**src/rtl/spi_qframe_pkg.sv**
```systemverilog
package spi_qframe_pkg;
  typedef enum logic [1:0] {
    ENG_IDLE = 2'd0,
    ENG_XFER = 2'd1,
    ENG_GAP  = 2'd2
  } eng_state_e;
endpackage

```
**src/rtl/spi_qframe_fifo.sv**
```systemverilog
module spi_qframe_fifo #(
  parameter int WORD_W = 16,
  parameter int WORDS  = 16
) (
  input  logic              clk_i,
  input  logic              rst_ni,
  input  logic              wide_i,
  input  logic              clr_i,
  input  logic              wr_i,
  input  logic [WORD_W-1:0] wdata_i,
  input  logic              rd_i,
  output logic [WORD_W-1:0] rdata_o,
  output logic              empty_o,
  output logic              full_o
);
  localparam int HALF  = WORD_W / 2;
  localparam int SLOTS = 2 * WORDS;
  localparam int AW    = $clog2(SLOTS);
  localparam int CW    = AW + 1;

  logic [WORD_W-1:0] mem [WORDS];
  logic [AW-1:0]     wp_q, rp_q;
  logic [CW-1:0]     cnt_q, depth;
  logic              do_wr, do_rd;
  logic [WORD_W-1:0] rword;
  logic [HALF-1:0]   rlane;

  assign depth   = wide_i ? CW'(WORDS) : CW'(SLOTS);
  assign full_o  = (cnt_q == depth);
  assign empty_o = (cnt_q == '0);
  assign do_wr   = wr_i && !full_o && !clr_i;
  assign do_rd   = rd_i && !empty_o && !clr_i;

  function automatic logic [AW-1:0] bump(input logic [AW-1:0] p, input logic [CW-1:0] d);
    return ((CW'(p) + 1'b1) == d) ? '0 : p + 1'b1;
  endfunction

  always_ff @(posedge clk_i or negedge rst_ni) begin
    if (!rst_ni) begin
      wp_q  <= '0;
      rp_q  <= '0;
      cnt_q <= '0;
    end else if (clr_i) begin
      wp_q  <= '0;
      rp_q  <= '0;
      cnt_q <= '0;
    end else begin
      if (do_wr) wp_q <= bump(wp_q, depth);
      if (do_rd) rp_q <= bump(rp_q, depth);
      if (do_wr && !do_rd)      cnt_q <= cnt_q + 1'b1;
      else if (do_rd && !do_wr) cnt_q <= cnt_q - 1'b1;
    end
  end

  // narrow words share one storage row, two lanes per row
  always_ff @(posedge clk_i) begin
    if (do_wr) begin
      if (wide_i)     mem[wp_q[AW-2:0]] <= wdata_i;
      else if (wp_q[0]) mem[wp_q[AW-1:1]][WORD_W-1:HALF] <= wdata_i[HALF-1:0];
      else              mem[wp_q[AW-1:1]][HALF-1:0]      <= wdata_i[HALF-1:0];
    end
  end

  assign rword   = wide_i ? mem[rp_q[AW-2:0]] : mem[rp_q[AW-1:1]];
  assign rlane   = rp_q[0] ? rword[WORD_W-1:HALF] : rword[HALF-1:0];
  assign rdata_o = wide_i ? rword : {{(WORD_W-HALF){1'b0}}, rlane};

  assert_count_bound_R9: assert property (@(posedge clk_i) disable iff (!rst_ni)
    cnt_q <= depth);
  assert_full_holds_R9: assert property (@(posedge clk_i) disable iff (!rst_ni)
    (full_o && !rd_i && !clr_i) |=> full_o);
endmodule

```
**src/rtl/spi_qframe_engine.sv**
```systemverilog
module spi_qframe_engine
  import spi_qframe_pkg::*;
#(
  parameter int WORD_W = 16,
  parameter int DIV_W  = 8
) (
  input  logic              clk_i,
  input  logic              rst_ni,
  input  logic [DIV_W-1:0]  div_i,
  input  logic              wide_i,
  input  logic              cont_i,
  input  logic              tx_empty_i,
  input  logic [WORD_W-1:0] tx_data_i,
  output logic              tx_pop_o,
  output logic              rx_push_o,
  output logic [WORD_W-1:0] rx_data_o,
  output logic              idle_o,
  output logic              sclk_o,
  output logic              mosi_o,
  input  logic              miso_i,
  output logic              ss_no
);
  localparam int HALF = WORD_W / 2;
  localparam int BW   = $clog2(WORD_W);
  localparam logic [BW-1:0] LAST_WIDE   = BW'(WORD_W - 1);
  localparam logic [BW-1:0] LAST_NARROW = BW'(HALF - 1);

  eng_state_e        state_q;
  logic [DIV_W-1:0]  div_cnt_q, half_c;
  logic [DIV_W:0]    gap_cnt_q;
  logic [BW-1:0]     bit_cnt_q;
  logic [WORD_W-1:0] tx_sh_q, rx_sh_q, load_word;
  logic              sclk_q, ss_n_q, tick, last_bit, word_end, chain;

  assign half_c    = (div_i == '0) ? DIV_W'(1) : div_i;
  assign tick      = (div_cnt_q == half_c - 1'b1);
  assign last_bit  = (bit_cnt_q == (wide_i ? LAST_WIDE : LAST_NARROW));
  assign word_end  = (state_q == ENG_XFER) && tick && sclk_q && last_bit;
  assign chain     = cont_i && !tx_empty_i;
  assign load_word = wide_i ? tx_data_i : {tx_data_i[HALF-1:0], {(WORD_W-HALF){1'b0}}};

  assign tx_pop_o  = ((state_q == ENG_IDLE) && !tx_empty_i) || (word_end && chain);
  assign rx_push_o = word_end;
  assign rx_data_o = wide_i ? rx_sh_q : {{(WORD_W-HALF){1'b0}}, rx_sh_q[HALF-1:0]};
  assign idle_o    = (state_q == ENG_IDLE);
  assign sclk_o    = sclk_q;
  assign ss_no     = ss_n_q;
  assign mosi_o    = tx_sh_q[WORD_W-1];

  always_ff @(posedge clk_i or negedge rst_ni) begin
    if (!rst_ni) begin
      state_q   <= ENG_IDLE;
      div_cnt_q <= '0;
      gap_cnt_q <= '0;
      bit_cnt_q <= '0;
      tx_sh_q   <= '0;
      rx_sh_q   <= '0;
      sclk_q    <= 1'b0;
      ss_n_q    <= 1'b1;
    end else begin
      unique case (state_q)
        ENG_IDLE: begin
          if (!tx_empty_i) begin
            state_q   <= ENG_XFER;
            ss_n_q    <= 1'b0;
            sclk_q    <= 1'b0;
            div_cnt_q <= '0;
            bit_cnt_q <= '0;
            tx_sh_q   <= load_word;
          end
        end
        ENG_XFER: begin
          if (!tick) begin
            div_cnt_q <= div_cnt_q + 1'b1;
          end else begin
            div_cnt_q <= '0;
            if (!sclk_q) begin
              sclk_q  <= 1'b1;
              rx_sh_q <= {rx_sh_q[WORD_W-2:0], miso_i};
            end else begin
              sclk_q <= 1'b0;
              if (!last_bit) begin
                bit_cnt_q <= bit_cnt_q + 1'b1;
                tx_sh_q   <= {tx_sh_q[WORD_W-2:0], 1'b0};
              end else if (chain) begin
                // back-to-back word, select held, no idle phase
                bit_cnt_q <= '0;
                tx_sh_q   <= load_word;
              end else begin
                ss_n_q    <= 1'b1;
                state_q   <= ENG_GAP;
                gap_cnt_q <= '0;
              end
            end
          end
        end
        ENG_GAP: begin
          gap_cnt_q <= gap_cnt_q + 1'b1;
          if (gap_cnt_q == {half_c, 1'b0} - 1'b1) state_q <= ENG_IDLE;
        end
        default: state_q <= ENG_IDLE;
      endcase
    end
  end

  assert_sclk_idle_low_R2: assert property (@(posedge clk_i) disable iff (!rst_ni)
    ss_no |-> !sclk_o);
  assert_mosi_stable_high_R2: assert property (@(posedge clk_i) disable iff (!rst_ni)
    (sclk_o && $past(sclk_o)) |-> $stable(mosi_o));
  assert_select_before_clock_R3: assert property (@(posedge clk_i) disable iff (!rst_ni)
    $rose(sclk_o) |-> $past(!ss_no));
  assert_select_rise_on_end_R6: assert property (@(posedge clk_i) disable iff (!rst_ni)
    $rose(ss_no) |-> $past(rx_push_o));
endmodule

```
**src/rtl/spi_qframe_master.sv**
```systemverilog
module spi_qframe_master #(
  parameter int WORD_W     = 16,
  parameter int FIFO_WORDS = 16,
  parameter int DIV_W      = 8
) (
  input  logic              clk_i,
  input  logic              rst_ni,
  input  logic [DIV_W-1:0]  clk_div_i,
  input  logic              cfg_we_i,
  input  logic              cfg_wide_i,
  input  logic              cfg_cont_i,
  output logic              cfg_wide_o,
  output logic              cfg_cont_o,
  input  logic              tx_wr_i,
  input  logic [WORD_W-1:0] tx_data_i,
  output logic              tx_full_o,
  output logic              tx_ovf_o,
  input  logic              rx_pop_i,
  output logic              rx_valid_o,
  output logic [WORD_W-1:0] rx_data_o,
  output logic              rx_ovr_o,
  output logic              sclk_o,
  output logic              mosi_o,
  input  logic              miso_i,
  output logic              ss_no
);
  logic              wide_q, cont_q, tx_ovf_q, rx_ovr_q;
  logic              tx_empty, tx_full, rx_empty, rx_full;
  logic              tx_pop, rx_push, eng_idle, cfg_take;
  logic [WORD_W-1:0] tx_head, rx_word;

  assign cfg_take = cfg_we_i && eng_idle && ss_no && tx_empty && rx_empty;

  always_ff @(posedge clk_i or negedge rst_ni) begin
    if (!rst_ni) begin
      wide_q   <= 1'b0;
      cont_q   <= 1'b0;
      tx_ovf_q <= 1'b0;
      rx_ovr_q <= 1'b0;
    end else begin
      if (cfg_take) begin
        wide_q <= cfg_wide_i;
        cont_q <= cfg_cont_i;
      end
      if (tx_wr_i && tx_full)  tx_ovf_q <= 1'b1;
      if (rx_push && rx_full)  rx_ovr_q <= 1'b1;
    end
  end

  spi_qframe_fifo #(.WORD_W(WORD_W), .WORDS(FIFO_WORDS)) u_tx_fifo (
    .clk_i   (clk_i),
    .rst_ni  (rst_ni),
    .wide_i  (wide_q),
    .clr_i   (cfg_take),
    .wr_i    (tx_wr_i),
    .wdata_i (tx_data_i),
    .rd_i    (tx_pop),
    .rdata_o (tx_head),
    .empty_o (tx_empty),
    .full_o  (tx_full)
  );

  spi_qframe_fifo #(.WORD_W(WORD_W), .WORDS(FIFO_WORDS)) u_rx_fifo (
    .clk_i   (clk_i),
    .rst_ni  (rst_ni),
    .wide_i  (wide_q),
    .clr_i   (cfg_take),
    .wr_i    (rx_push),
    .wdata_i (rx_word),
    .rd_i    (rx_pop_i),
    .rdata_o (rx_data_o),
    .empty_o (rx_empty),
    .full_o  (rx_full)
  );

  spi_qframe_engine #(.WORD_W(WORD_W), .DIV_W(DIV_W)) u_engine (
    .clk_i      (clk_i),
    .rst_ni     (rst_ni),
    .div_i      (clk_div_i),
    .wide_i     (wide_q),
    .cont_i     (cont_q),
    .tx_empty_i (tx_empty),
    .tx_data_i  (tx_head),
    .tx_pop_o   (tx_pop),
    .rx_push_o  (rx_push),
    .rx_data_o  (rx_word),
    .idle_o     (eng_idle),
    .sclk_o     (sclk_o),
    .mosi_o     (mosi_o),
    .miso_i     (miso_i),
    .ss_no      (ss_no)
  );

  assign cfg_wide_o = wide_q;
  assign cfg_cont_o = cont_q;
  assign tx_full_o  = tx_full;
  assign tx_ovf_o   = tx_ovf_q;
  assign rx_valid_o = !rx_empty;
  assign rx_ovr_o   = rx_ovr_q;

  assert_tx_ovf_sticky_R10: assert property (@(posedge clk_i) disable iff (!rst_ni)
    tx_ovf_o |=> tx_ovf_o);
  assert_rx_ovr_sticky_R11: assert property (@(posedge clk_i) disable iff (!rst_ni)
    rx_ovr_o |=> rx_ovr_o);
  assert_cfg_frozen_busy_R12: assert property (@(posedge clk_i) disable iff (!rst_ni)
    (!ss_no || rx_valid_o) |=> ($stable(cfg_wide_o) && $stable(cfg_cont_o)));
endmodule

```
**config.mk**
```make
export PLATFORM = sky130hd
export DESIGN_NAME = spi_qframe_master
export DESIGN_NICKNAME = d
export VERILOG_FILES = /design/src/rtl/spi_qframe_pkg.sv /design/src/rtl/spi_qframe_fifo.sv /design/src/rtl/spi_qframe_engine.sv /design/src/rtl/spi_qframe_master.sv
export SDC_FILE = /design/constraint.sdc
export NUM_CORES = 1
export LEC_CHECK = 0
export BUFFER_PORTS_ARGS = -buffer_cell sky130_fd_sc_hd__buf_2
export CAP_MARGIN = 40
export CORE_MARGIN = 1
export CORE_UTILIZATION = 45
export CTS_CLUSTER_SIZE = 12
export DETAILED_ROUTE_END_ITERATION = 16
export PLACE_DENSITY = 0.65
export SLEW_MARGIN = 20
export SYNTH_ARGS = -nofsm -noshare
export SYNTH_HDL_FRONTEND = slang
export SYNTH_SLANG_ARGS = --single-unit
```
**constraint.sdc**
```tcl
create_clock -name clk_i -period 3.77 [get_ports clk_i]
set_clock_uncertainty 0.15 [all_clocks]
set_input_delay 0.1885 -clock clk_i [delete_from_list [all_inputs] [get_ports clk_i]]
set_output_delay 0.1885 -clock clk_i [all_outputs]
set_load 0.01 [all_outputs]
```
==> impl_metrics.toml <==
[timing]
tightest_slew_ns = 0.773
fin_tns_setup_ns = 0
fin_ws_ns = 0.193
max_slew_margin = 0.485
period_share = 0.949
slew_viol_final = 0
hold_violations = 0
hold_ws_ns = 0.0242
period_minus_slack_ns = 3.58
finalSetupViolCount = 0
fmax_ghz = 0.280

[clock_network]
clkSinkCount = 605
clk_latency_ns = 0.61
htreeDepth = 3
cts_buffers = 69
clkSlewWorstSetupHoldPaths_ns = 0.06
clock-root-buffer = "clkbuf_16"
tritoncts = "done"
clock_path_buffers = 3

[placed_design]
gp_congestion = 0.840
dp_slack_ns = -0.422
post-dp-hpwl_mm = 49.0
portBuffers = 56

[critical_path]
max_stage_delay_ns = 0.56
critical_path_class = "reg -> reg"
path_depth = 13
critPathLaunchType = "flop"
slowest_stage = "or4_4"
crit_arrival_ns = 3.91
rr_worst_depth = 13
r2r_slack_ns = 0.19
endpoint_kind = "flop"
cp.required_ns = 4.10
cp_top_family = "simple AND/OR/NAND/NOR gates"
reg2reg_from = "u_rx_fifo.cnt_q[0]"
crit_path_max_fanout = 5
critPathBufInv = 0
timing.rr.end = "u_rx_fifo.cnt_q[5]"
path_cells = "or4_4 -> or3_4 -> and2_1 -> nor2_1 -> nand2_4 -> ha_4 -> a21o_1 -> a21oi_2 -> o21bai_1 -> a21oi_2 -> or2_0 -> mux2_2 -> mux2_2"

[pwr]
p_leak_nw = 11.5
power_w = 0.0187
power_per_cell_area_mw_per_mm2 = 539
ir_drop_mv = 0.415

[final_layout]
layout-drive-gt1-share = 0.347
area_delta_synth_final_pct = 16.6
layout_common_cells = "edfxtp_1 (512), mux4_2 (288), buf_4 (172), nor2_1 (111), nand2_1 (104)"
fillers = 5129
layout_commonest_cell = "edfxtp_1"
antennaDiodeCount = 0
fin_nets = 2063

[floorplan]
core_mm2 = 0.0649
fp.dieW_um = 259
start_util = 0.458
dieArea_mm2 = 0.0672
die_h_um = 259
rows = 93
ios = 57

[logic_synthesis]
synth_warnings = 0
syn_nets = 1863
synth_largest_area_cell = "edfxtp_1"
async_reset_ff_frac = 0.154
synth-edff-count = 512
synth_top_area_share = 0.517
dominantRegCellSynth = "edfxtp_1"
syn_area_per_cell_um2 = 16.4
synth_cell_types = 75
synth_area_mm2 = 0.0298
ys_seq_area_frac = 0.595
synthCells = 1813
synth_seq_cells = 605
yosys-top-cells-area = "edfxtp_1 (52%), mux4_2 (22%), dfrtp_1 (7.7%)"

[grt]
antenna_found_initial = 0
grt_max_degree = 75
groute.usage.overall = 0.217
grt_overflow = 0
grt_pass1_wl_mm = 111
grt_pass1_vias = 18500

[detailed_routing]
antenna_left = 0
wl_per_cell_um = 24.4
drtPass1Iterations = 8
routed_wl_mm = 71.0
drt-vias-per-instance = 6.09
drt_iter0_drc = 1399
drc = 0
vias = 17800

[worst_hold_path]
whs_path_depth = 2
min_path_type = "in -> reg"
min-delay-start = "tx_data_i[8]"
hold_end = "u_tx_fifo.mem[8][8]"

[flow_run]
cap_violations = 0

[run_status]
status = "completed"
registers in the layout (all words and copies together), names as in the netlist:
signal / flops
u_engine.state_q: 2
u_engine.gap_cnt_q: 9
u_rx_fifo.mem: 256
u_tx_fifo.wp_q: 5
rx_ovr_o: 1
cfg_cont_o: 1
u_tx_fifo.cnt_q: 6
u_tx_fifo.rp_q: 5
u_rx_fifo.cnt_q: 6
u_engine.rx_sh_q: 16
u_engine.ss_no: 1
u_engine.sclk_o: 1
u_engine.bit_cnt_q: 4
cfg_wide_o: 1
u_rx_fifo.rp_q: 5
tx_ovf_o: 1
u_tx_fifo.mem: 256
u_rx_fifo.wp_q: 5
u_engine.div_cnt_q: 8
u_engine.tx_sh_q: 16
cells in the mapped netlist, drive strengths merged, types with 5 or more instances:
library cell and n:
edfxtp 512, mux4 288, nor2 115, nand2 106, dfrtp 92, clkbuf 81
o21ai 58, buf 53, a21oi 47, nand3 47, mux2i 45, a22oi 38
mux2 36, inv 30, a31oi 23, xnor2 21, ha 16, and2 15
nor2b 14, xor2 14, or3 12, and3 10, nand4 10, nor3 10
a21o 9, nor3b 8, a22o 7, o211ai 7, o31ai 7, nand2b 6
a211oi 5, and3b 5, nand3b 5
report_power, final:
group	leakage [nW]	switching (W)	total, W	internal, W
sequential	5.68	0.000501	0.00815	0.00765
clock	1.11	0.00266	0.00667	0.00401
combinational	4.68	0.00195	0.00389	0.00194
cells by family after synthesis:
logic type,synth area share
AOI/OAI and AO/OA,0.0519
xor gates and xnor gates,0.0106
adders and majority gates,0.00807
buffers and inverters,0.0231
DFF,0.595
muxes,0.248
and+or+nand+nor,0.0635
stage by stage:
step | utilization | area, um2 | std cells
global route | 0.534 | 34700 | 2917
floorplan | - | 29800 | 1813
finish | 0.534 | 34700 | 2917
global placement | 0.494 | 32100 | 2762
detailed placement | 0.495 | 32200 | 2772
CTS | 0.533 | 34600 | 2912
layout make-up:
type	count	area [um2]	share of cell area
flip-flops and latches	605	17700	0.511
repair buffers	263	2060	0.0594
clock buffers	86	1920	0.0552
clock inverters	34	338	0.00974
multi-input cells	1044	11500	0.331
inverters	30	113	0.00325
well taps	855	1070	0.0308
metal layers:
metal | vias to the layer above | track usage | part of all wire
met2 | 594 | 0.364 | 0.50
met3 | 136 | 0.0297 | 0.057
met4 | 0 | 0.0935 | 0.039
met1 | 9269 | 0.286 | 0.40
li1 | 7777 | - | -
met5 | - | 0 | 0
worst max path at each step:
stage | endpoint | slack, ns | from
6_report | u_rx_fifo.cnt_q[5] | 0.19 | u_rx_fifo.cnt_q[0]
5_1_grt | u_tx_fifo.cnt_q[4] | -0.008 | u_tx_fifo.cnt_q[0]
4_1_cts | u_rx_fifo.cnt_q[5] | 0.07 | u_rx_fifo.cnt_q[0]
3_5_place_dp | u_rx_fifo.cnt_q[5] | -0.42 | clk_div_i[3]
3_3_place_gp | u_rx_fifo.cnt_q[5] | -0.34 | clk_div_i[3]
2_1_floorplan | u_rx_fifo.cnt_q[5] | -0.38 | clk_div_i[3]
repair_timing:
action / CTS / global route
endpoints found under the hold margin: 275 / 0
setup endpoints to repair: 0 / 68
gates resized for setup: 0 / 9
hold buffers: 20 / 0
setup buffers: 0 / 0
Power figures use the tool's default switching activity.
